### config.mk
export PLATFORM = sky130hd
export DESIGN_NAME = ilp_ctrl
export DESIGN_NICKNAME = d
export VERILOG_FILES = /design/src/rtl/ilp_pkg.sv /design/src/rtl/ilp_pick.sv /design/src/rtl/ilp_cppr.sv /design/src/rtl/ilp_ctrl.sv
export SDC_FILE = /design/constraint.sdc
export NUM_CORES = 1
export LEC_CHECK = 0
export BUFFER_PORTS_ARGS = -buffer_cell sky130_fd_sc_hd__buf_4
export CORE_MARGIN = 1.5
export CORE_UTILIZATION = 25
export CTS_CLUSTER_SIZE = 20
export DETAILED_ROUTE_END_ITERATION = 10
export PLACE_DENSITY_LB_ADDON = 0.25
export SETUP_SLACK_MARGIN = 0.4
export SLEW_MARGIN = 20
export SYNTH_ARGS = -nofsm -noshare
export SYNTH_HDL_FRONTEND = slang
export SYNTH_SLANG_ARGS = --single-unit
### constraint.sdc
create_clock -name clk -period 1.75 [get_ports clk]
set_input_delay 0.175 -clock clk [delete_from_list [all_inputs] [get_ports clk]]
set_output_delay 0.175 -clock clk [all_outputs]
set_load 0.005 [all_outputs]
### src/rtl/ilp_pkg.sv
package ilp_pkg;
  localparam int BUS_AW = 2;
  localparam int BUS_DW = 32;
  localparam int PRIO_W = 8;

  typedef enum logic [BUS_AW-1:0] {
    REG_ACCEPT = 2'd0,
    REG_PRIO   = 2'd1
  } reg_sel_e;
endpackage

### src/rtl/ilp_pick.sv
module ilp_pick #(
  parameter int NUM_SRC = 16,
  localparam int IDX_W = (NUM_SRC > 1) ? $clog2(NUM_SRC) : 1
) (
  input  logic [NUM_SRC-1:0] lines_i,
  output logic               any_o,
  output logic [IDX_W-1:0]   idx_o
);
  logic [NUM_SRC:0]   seen;
  logic [NUM_SRC-1:0] grant;

  assign seen[0] = 1'b0;
  for (genvar g = 0; g < NUM_SRC; g++) begin : g_chain
    assign seen[g+1] = seen[g] | lines_i[g];
    assign grant[g]  = lines_i[g] & ~seen[g];
  end

  assign any_o = seen[NUM_SRC];

  always_comb begin
    idx_o = '0;
    for (int i = 0; i < NUM_SRC; i++) begin
      if (grant[i]) idx_o = idx_o | IDX_W'(i);
    end
  end
endmodule

### src/rtl/ilp_cppr.sv
module ilp_cppr
  import ilp_pkg::*;
#(
  parameter logic [PRIO_W-1:0] SRC_PRIO = 8'h80
) (
  input  logic              clk,
  input  logic              rst_n,
  input  logic              any_i,
  input  logic              take_i,
  input  logic              load_i,
  input  logic [PRIO_W-1:0] load_val_i,
  output logic [PRIO_W-1:0] cur_prio_o,
  output logic              present_o,
  output logic              irq_o
);
  logic [PRIO_W-1:0] prio_q, prio_d;
  logic              irq_q, irq_d;

  assign present_o  = any_i && (SRC_PRIO < prio_q);
  assign cur_prio_o = prio_q;
  assign irq_o      = irq_q;

  always_comb begin
    prio_d = prio_q;
    if (load_i)      prio_d = load_val_i;
    else if (take_i) prio_d = SRC_PRIO;
    irq_d = any_i && (SRC_PRIO < prio_d);
  end

  always_ff @(posedge clk or negedge rst_n) begin
    if (!rst_n) begin
      prio_q <= '0;
      irq_q  <= 1'b0;
    end else begin
      prio_q <= prio_d;
      irq_q  <= irq_d;
    end
  end

  AST_TAKE_MASKS: assert property (@(posedge clk) disable iff (!rst_n)
    $past(take_i && !load_i) |-> (prio_q == SRC_PRIO) && !irq_q);
  AST_LOAD_APPLIES: assert property (@(posedge clk) disable iff (!rst_n)
    $past(load_i) |-> prio_q == $past(load_val_i));
  AST_MASK_HOLDS: assert property (@(posedge clk) disable iff (!rst_n)
    $past(!load_i && prio_q <= SRC_PRIO) |-> !irq_q);
  AST_IRQ_NEEDS_LINE: assert property (@(posedge clk) disable iff (!rst_n)
    irq_q |-> $past(any_i));
endmodule

### src/rtl/ilp_ctrl.sv
module ilp_ctrl
  import ilp_pkg::*;
#(
  parameter int                NUM_SRC  = 16,
  parameter int                SRC_BASE = 16,
  parameter logic [PRIO_W-1:0] SRC_PRIO = 8'h80
) (
  input  logic               clk,
  input  logic               rst_n,
  input  logic [NUM_SRC-1:0] irq_lines_i,
  input  logic               bus_req_i,
  input  logic               bus_we_i,
  input  logic [1:0]         bus_addr_i,
  input  logic [31:0]        bus_wdata_i,
  output logic [31:0]        bus_rdata_o,
  output logic               bus_ack_o,
  output logic               irq_o
);
  localparam int IDX_W = (NUM_SRC > 1) ? $clog2(NUM_SRC) : 1;
  localparam int SRC_W = $clog2(SRC_BASE + NUM_SRC);
  localparam int PAD_W = 24 - SRC_W;

  logic              any_act;
  logic [IDX_W-1:0]  win_idx;
  logic [SRC_W-1:0]  win_src;
  logic [PRIO_W-1:0] cur_prio;
  logic              present;
  logic              rd_acc, wr_acc, rd_pri, wr_pri;
  logic              take, load;
  logic [PRIO_W-1:0] load_val;
  logic [31:0]       rdata_d, rdata_q;
  logic              ack_q;

  ilp_pick #(.NUM_SRC(NUM_SRC)) u_pick (
    .lines_i (irq_lines_i),
    .any_o   (any_act),
    .idx_o   (win_idx)
  );

  assign win_src = SRC_W'(SRC_BASE) + SRC_W'(win_idx);

  assign rd_acc = bus_req_i && !bus_we_i && (bus_addr_i == REG_ACCEPT);
  assign wr_acc = bus_req_i &&  bus_we_i && (bus_addr_i == REG_ACCEPT);
  assign rd_pri = bus_req_i && !bus_we_i && (bus_addr_i == REG_PRIO);
  assign wr_pri = bus_req_i &&  bus_we_i && (bus_addr_i == REG_PRIO);

  assign take     = rd_acc && present;
  assign load     = wr_acc || wr_pri;
  assign load_val = wr_acc ? bus_wdata_i[31:24] : bus_wdata_i[PRIO_W-1:0];

  ilp_cppr #(.SRC_PRIO(SRC_PRIO)) u_cppr (
    .clk        (clk),
    .rst_n      (rst_n),
    .any_i      (any_act),
    .take_i     (take),
    .load_i     (load),
    .load_val_i (load_val),
    .cur_prio_o (cur_prio),
    .present_o  (present),
    .irq_o      (irq_o)
  );

  always_comb begin
    rdata_d = '0;
    if (rd_acc) begin
      rdata_d[31:24] = cur_prio;
      if (present) rdata_d[23:0] = {{PAD_W{1'b0}}, win_src};
    end else if (rd_pri) begin
      rdata_d[PRIO_W-1:0] = cur_prio;
    end
  end

  always_ff @(posedge clk or negedge rst_n) begin
    if (!rst_n) begin
      ack_q   <= 1'b0;
      rdata_q <= '0;
    end else begin
      ack_q <= bus_req_i;
      if (bus_req_i) rdata_q <= rdata_d;
    end
  end

  assign bus_ack_o   = ack_q;
  assign bus_rdata_o = rdata_q;

  AST_ACK_FOLLOWS_REQ: assert property (@(posedge clk) disable iff (!rst_n)
    bus_ack_o == $past(bus_req_i));
  AST_WINNER_ACTIVE: assert property (@(posedge clk) disable iff (!rst_n)
    any_act |-> irq_lines_i[win_idx]);
  AST_WINNER_LOWEST: assert property (@(posedge clk) disable iff (!rst_n)
    any_act |-> ((irq_lines_i & ((NUM_SRC'(1) << win_idx) - NUM_SRC'(1))) == '0));
  AST_EMPTY_READ_ZERO: assert property (@(posedge clk) disable iff (!rst_n)
    $past(rd_acc && !present) |-> bus_rdata_o[23:0] == 24'd0);
endmodule

==> out/results.ini, run 1 <==
[run]
maxCapViolCount=0

[floorplanning]
die_x_um=80.8
design.die.area_mm2=0.00653
initial_core_util_pct=25.7
row_count=28
io_pins=88
core_area_mm2=0.00589
die_h_um=80.8

[global_route]
antenna_found_initial=0
grt_max_degree=27
gr-usage-all-layers_pct=11.2
overflow=0
grt_pass1_wl_mm=5.63
grt_pass1_vias=1189

[timing]
period_needed_ns=1.35
period_share_pct=76.9
clock_skew_ns=0.00406
rsz0062_at_grt=true
hold_slack_ns=0.204
fin_ws_ns=0.404
setup_viol=0
fin_tns_setup_ns=0
finalHoldViolCount=0
clock.fmax_mhz=743
maxSlewViolCount=0

[setup_path]
critPathRequiredTime_ns=1.91
critPathArrivalTime_ns=1.51
timing.critical_path.from=u_cppr.cur_prio_o[2]
worstSetupPathType=reg2reg
r2r_start=u_cppr.cur_prio_o[2]
end_kind=flip-flop
crit_path_max_fanout=5
startpoint_type=flip-flop

[synthesis]
synth_compound_area_share_pct=15.5
synth_area_mm2=0.00151
synth_cells=171
synthMuxAreaShare_pct=5.29
netlist_top_cells_area=dfrtp_1 (43%), buf_4 (7.9%), mux2i_1 (5.3%)
synthDominantCellAreaShare_pct=43.0
ys_seq_elements=26
synth_simple_gate_area_share_pct=22.6
synth_top_family_by_area=simple AND/OR/NAND/NOR gates
yosys.area_share.adder_pct=0
yosysSeqAreaShare_pct=43.0
synth.avg_cell_area_um2=8.85
yosys_warnings=0
synth_cell_type_count=34
synth-xor-area-share_pct=0
synth.largest_area_cell=dfrtp_1

[placement]
place_congestion=0.779
pre_cts_slack_ns=0.160
dpl-instance-area_mm2=0.00196
io_buffers=55
hpwl_mm=2.78

[drt]
via_count=1362
wl_mm=3.67
drc=0
first_iter_violations=44
drt_first_pass_iters=4
wl_per_cell_um=11.9
via_per_inst=4.42
ant_nets=0

[final_layout]
nets=289
syn_to_final_growth_pct=38.2
final_common_cell=buf_4
final_cell_mix=buf_4 (64), dfrtp_1 (26), nand2_1 (21)
antenna_cells=0
stdcell_area_mm2=0.00209
drive_gt1_share_pct=34.3

[clock_tree]
cts_tree=yes
cts_sinks=26
cts_made_buffers=3
clockBufferDepth=2
htree_levels=1
clk_pin_slew_ns=0.08
cts-root-buf=clkbuf_8
insertion_delay_ns=0.27

[min_path]
min_path_type=in2reg
min_from=irq_lines_i[0]

[pwr]
ir_worst_vdd_v=0.000259
leakage_nw=0.981
p_per_area_mw_per_mm2=655

[outcome]
outcome=finished clean

-- state kept, by name, summed over array words and instances (netlist names) --
name and count:
u_cppr.cur_prio_o 8, bus_rdata_o 16, u_cppr.irq_o 1, bus_ack_o 1
-- cell usage after synthesis --
cell type,count
dfrtp_1,26
nand2_1,21
buf_4,16
o21ai_0,14
inv_1,13
a21oi_1,9
nor2_1,9
mux2i_1,8
nor2b_1,7
nor3_1,5
o22ai_1,5
nor4_1,4
o21ai_1,4
a211oi_1,3
nor4_2,3
buf_2,2
clkbuf_1,2
nand2_2,2
o31ai_1,2
or4_1,2
a21o_1,1
a22oi_1,1
and3_1,1
and3b_1,1
buf_1,1
buf_6,1
conb_1,1
nand3b_1,1
nand4_1,1
nor2b_2,1
nor4b_4,1
nor4bb_1,1
o21bai_1,1
o41ai_1,1
-- worst max-delay path, stage by stage, from the launching register on --
cell	delay, ns
dfrtp_1	0.40
nor4_2	0.29
nand2_1	0.13
buf_4	0.15
buf_6	0.11
nand2_4	0.09
o21ai_2	0.06
-- per-stage QoR --
step / std cells / utilization [%] / power (mW)
global route: 308 / 35.5 / 1.45
detailed placement: 299 / 33.3 / 1.02
CTS: 308 / 35.1 / 1.38
global placement: 299 / 33.3 / 1.01
finish: 308 / 35.5 / 1.37
floorplan: 186 / - / 0.863
-- area by class of cell --
cell class                      count  area, um^2
Timing Repair Buffer               66         502
Multi-Input combinational cell    125         756
Sequential cell                    26         651
Clock buffer                        3        41.3
Fill cell                         629        3790
Inverter                           13        48.8
Tap cell                           75        93.8
-- layer usage --
layer	routed length (um)	vias to the layer above	track usage, %	part of all wire, %
met5	0	-	0	0
met1	1810	615	16.3	49
met3	198	7	1.24	5.4
met4	70	0	5.17	1.9
met2	1600	53	16.3	43
li1	-	687	-	-
-- kinds of logic after synthesis --
logic type             after synthesis
other                                1
buffers and inverters               35
AO/OA/AOI/OAI                       41
flip-flops                          26
AND/OR/NAND/NOR                     60
multiplexers                         8
-- power breakdown --
group          switching, mW  internal (mW)  leakage (nW)
sequential            0.0483          0.661         0.339
clock                  0.179          0.154        0.0216
combinational          0.153          0.175         0.620
total                  0.380          0.991         0.981
-- final timing paths --
kind	slack, ns	end	cells past startpoint
max	0.40	bus_rdata_o[1]	6
max reg2reg	0.40	bus_rdata_o[1]	6
max in group asynchronous	1.15	bus_rdata_o[1]	2
min reg2reg	0.53	bus_rdata_o[31]	2
min	0.20	bus_rdata_o[1]	3
min in group asynchronous	0.34	bus_rdata_o[6]	2
-- timing repair --
| action | 4_1_cts | 5_1_grt |
|---|---|---|
| endpoints found under the hold margin | 26 | 0 |
| setup endpoints to repair | 1 | 6 |
| pin swaps | 4 | 5 |
| setup buffers | 5 | 0 |
| hold buffers | 1 | 0 |
| gates resized for setup | 3 | 5 |
(Power assumes the default switching activity.)
==> inputs of run 2 (changes only) <==
--- a/config.mk
+++ b/config.mk
@@ -5,6 +5,7 @@
 export SDC_FILE = /design/constraint.sdc
 export NUM_CORES = 1
 export LEC_CHECK = 0
+export ABC_AREA = 1
 export BUFFER_PORTS_ARGS = -buffer_cell sky130_fd_sc_hd__buf_4
 export CORE_MARGIN = 1.5
 export CORE_UTILIZATION = 25
==> constraint.sdc (replaced) <==
create_clock -name clk -period 1.2 [get_ports clk]
set_input_delay 0.12 -clock clk [delete_from_list [all_inputs] [get_ports clk]]
set_output_delay 0.12 -clock clk [all_outputs]
set_load 0.005 [all_outputs]
==> run 2 against run 1 <==
- sequential power up 44%
- clock-buffer cell count up 1
- utilization up 12 points
- non-clock buffer count up 49
- first-iteration DRC count up 32%
- the flow now finishes with violations (setup timing)
- global-route usage up 3.0 points
- power up 78%
==> out/results.ini, run 2 <==
[synthesis]
synth-edff-count=0
yosys.area_share.adder_pct=0
synth_cell_type_count=28
yosysMostFrequentCell=nand2_1
synth_top_family_by_area=simple AND/OR/NAND/NOR gates
synthMuxAreaShare_pct=0
synth_common_cells=nand2_1 (57), inv_1 (27), dfrtp_1 (26)
synth_area_mm2=0.00153
synth_async_sr_flop_share_pct=100
yosys_warnings=0
synth-xor-area-share_pct=0
ys_seq_elements=26
synth_ff_type=dfrtp_1
synth_cells=206
synth.largest_area_cell=dfrtp_1
synth.avg_cell_area_um2=7.42
netlist_top_cells_area=dfrtp_1 (43%), nand2_1 (14%), buf_4 (7.9%)
yosysSeqAreaShare_pct=42.6
synth_simple_gate_area_share_pct=28.7
synth_compound_area_share_pct=12.9
synthDominantCellAreaShare_pct=42.6

[clock_tree]
cts_sinks=26
cts_made_buffers=3
clockBufferDepth=2
htree_levels=1
cts-root-buf=clkbuf_8
insertion_delay_ns=0.27
cts_tree=yes
clk_pin_slew_ns=0.08

[final_layout]
syn_to_final_growth_pct=83.4
nets=378
final_common_cell=buf_4
stdcell_area_mm2=0.00280
largest_reg_flops=16
antenna_cells=0
drive_gt1_share_pct=50.5
final_cell_mix=buf_4 (73), nand2_1 (46), buf_6 (39)
fillers=598
stdcell_count=398

[pwr]
ir_worst_vdd_v=0.000397
p_per_area_mw_per_mm2=873
leakage_nw=1.49

[placement]
place_congestion=0.781
dp_cells=365
dpl-instance-area_mm2=0.00225
pre_cts_slack_ns=-0.457
hpwl_mm=3.36
io_buffers=55

[floorplanning]
design.die.area_mm2=0.00659
die_h_um=81.2
die_x_um=81.2
row_count=28
initial_core_util_pct=25.8
io_pins=88
core_area_mm2=0.00592

[timing]
setup_viol=13
period_share_pct=119
maxSlewViolCount=0
fin_ws_ns=-0.225
period_needed_ns=1.43
hold_slack_ns=0.101
finalHoldViolCount=0
fin_tns_setup_ns=-1.79
clock_skew_ns=0.000994
rsz0062_at_grt=true
clock.fmax_mhz=702

[drt]
drt_first_pass_iters=4
ant_nets=0
wl_mm=4.44
m1WireLength_mm=2.06
routed.top_layer=met4
drc=0
first_iter_violations=58
via_count=1647
wl_met2_mm=2.15
via_per_inst=4.14
routed-wl-met3_um=205
wl_per_cell_um=11.2

[setup_path]
startpoint_type=flip-flop
critPathArrivalTime_ns=1.63
critPathRequiredTime_ns=1.41
reg2regPathDepth=10
end_kind=flip-flop
worstSetupPathType=reg2reg
reg2reg_to=u_cppr.irq_o
crit_path_max_fanout=5
r2r_slack_ns=-0.23
r2r_start=u_cppr.cur_prio_o[6]

[global_route]
grt_pass1_vias=1621
antenna_found_initial=0
grt_pass1_wl_mm=7.17
overflow=0
grt_max_degree=27
gr-usage-all-layers_pct=14.1

[min_path]
min_path_type=in2reg
holdPathStages=2
worstHoldEndpoint=bus_ack_o
min_from=bus_req_i

[outcome]
outcome=complete, but fails checks
violations=setup timing

[run]
maxCapViolCount=0

run 2: cell count changes after synthesis, sizes merged, moves of 3 or more:
cell	delta
a211oi	-3
a22o	+4
buf	-3
inv	+15
mux2i	-8
nand2	+37
nand3	+8
nor2	+10
nor2b	-8
nor4	-5
o21ai	-8
o22ai	-5
run 2: critical path, stage by stage, from the launching register on:
cell     delay, ns
dfrtp_1       0.40
nor4_2        0.29
buf_4         0.17
a21oi_4       0.06
nand2_4       0.12
nand2_2       0.06
nand2_2       0.07
nor2_1        0.04
nand2_1       0.05
nor2_1        0.04
nor2_1        0.07
run 2: metal layers:
| layer | GRT usage [%] | up-vias |
|---|---|---|
| li1 | - | 862 |
| met1 | 18.6 | 737 |
| met2 | 24.8 | 46 |
| met3 | 2.25 | 2 |
| met4 | 2.07 | 0 |
| met5 | 0 | - |
run 2: cell families (layout without fill, tap and decap cells):
group           Yosys count  in the layout
simple gates            100            101
buf+inv                  47            148
compound gates           32             32
flops                    26             26
other cells               1             16
run 2: area by class of cell:
cell class                      instances  area, um^2  area share (%)
Inverter                               29         128            4.56
Sequential cell                        26         651            23.2
Tap cell                               75        93.8            3.35
Multi-Input combinational cell        149         842            30.1
Clock buffer                            4        55.1            1.97
Timing Repair Buffer                  115        1030            36.8
run 2: how the worst max path moves through the flow:
stage,from,to,slack (ns),cells after the start
6_report,u_cppr.cur_prio_o[6],u_cppr.irq_o,-0.23,10
5_1_grt,u_cppr.cur_prio_o[6],u_cppr.irq_o,-0.34,10
4_1_cts,u_cppr.cur_prio_o[2],u_cppr.irq_o,-0.19,10
3_5_place_dp,bus_req_i,u_cppr.irq_o,-0.46,11
3_3_place_gp,bus_req_i,u_cppr.irq_o,-0.43,11
2_1_floorplan,bus_req_i,u_cppr.irq_o,-0.20,10
run 2: report_power, final:
group | total [mW] | switching [mW] | internal (mW)
logic | 0.872 | 0.374 | 0.498
registers | 1.02 | 0.0621 | 0.957
clock network | 0.555 | 0.262 | 0.293
total | 2.45 | 0.698 | 1.75
run 2: through the flow:
stage	total power, mW	utilization, %
after CTS	2.40	44.6
final	2.45	47.3
after global placement	1.66	38.1
after detailed placement	1.66	38.1
after floorplan	1.30	-
after global routing	2.63	47.3
run 2: what timing repair did:
| action | in CTS | in global routing |
|---|---|---|
| gates resized for setup | 54 | 26 |
| gates cloned | 1 | 0 |
| hold endpoints to repair | 26 | 0 |
| buffers inserted | 17 | 10 |
| pin swaps | 13 | 8 |
| setup endpoints to repair | 41 | 41 |
| hold buffers | 1 | 0 |
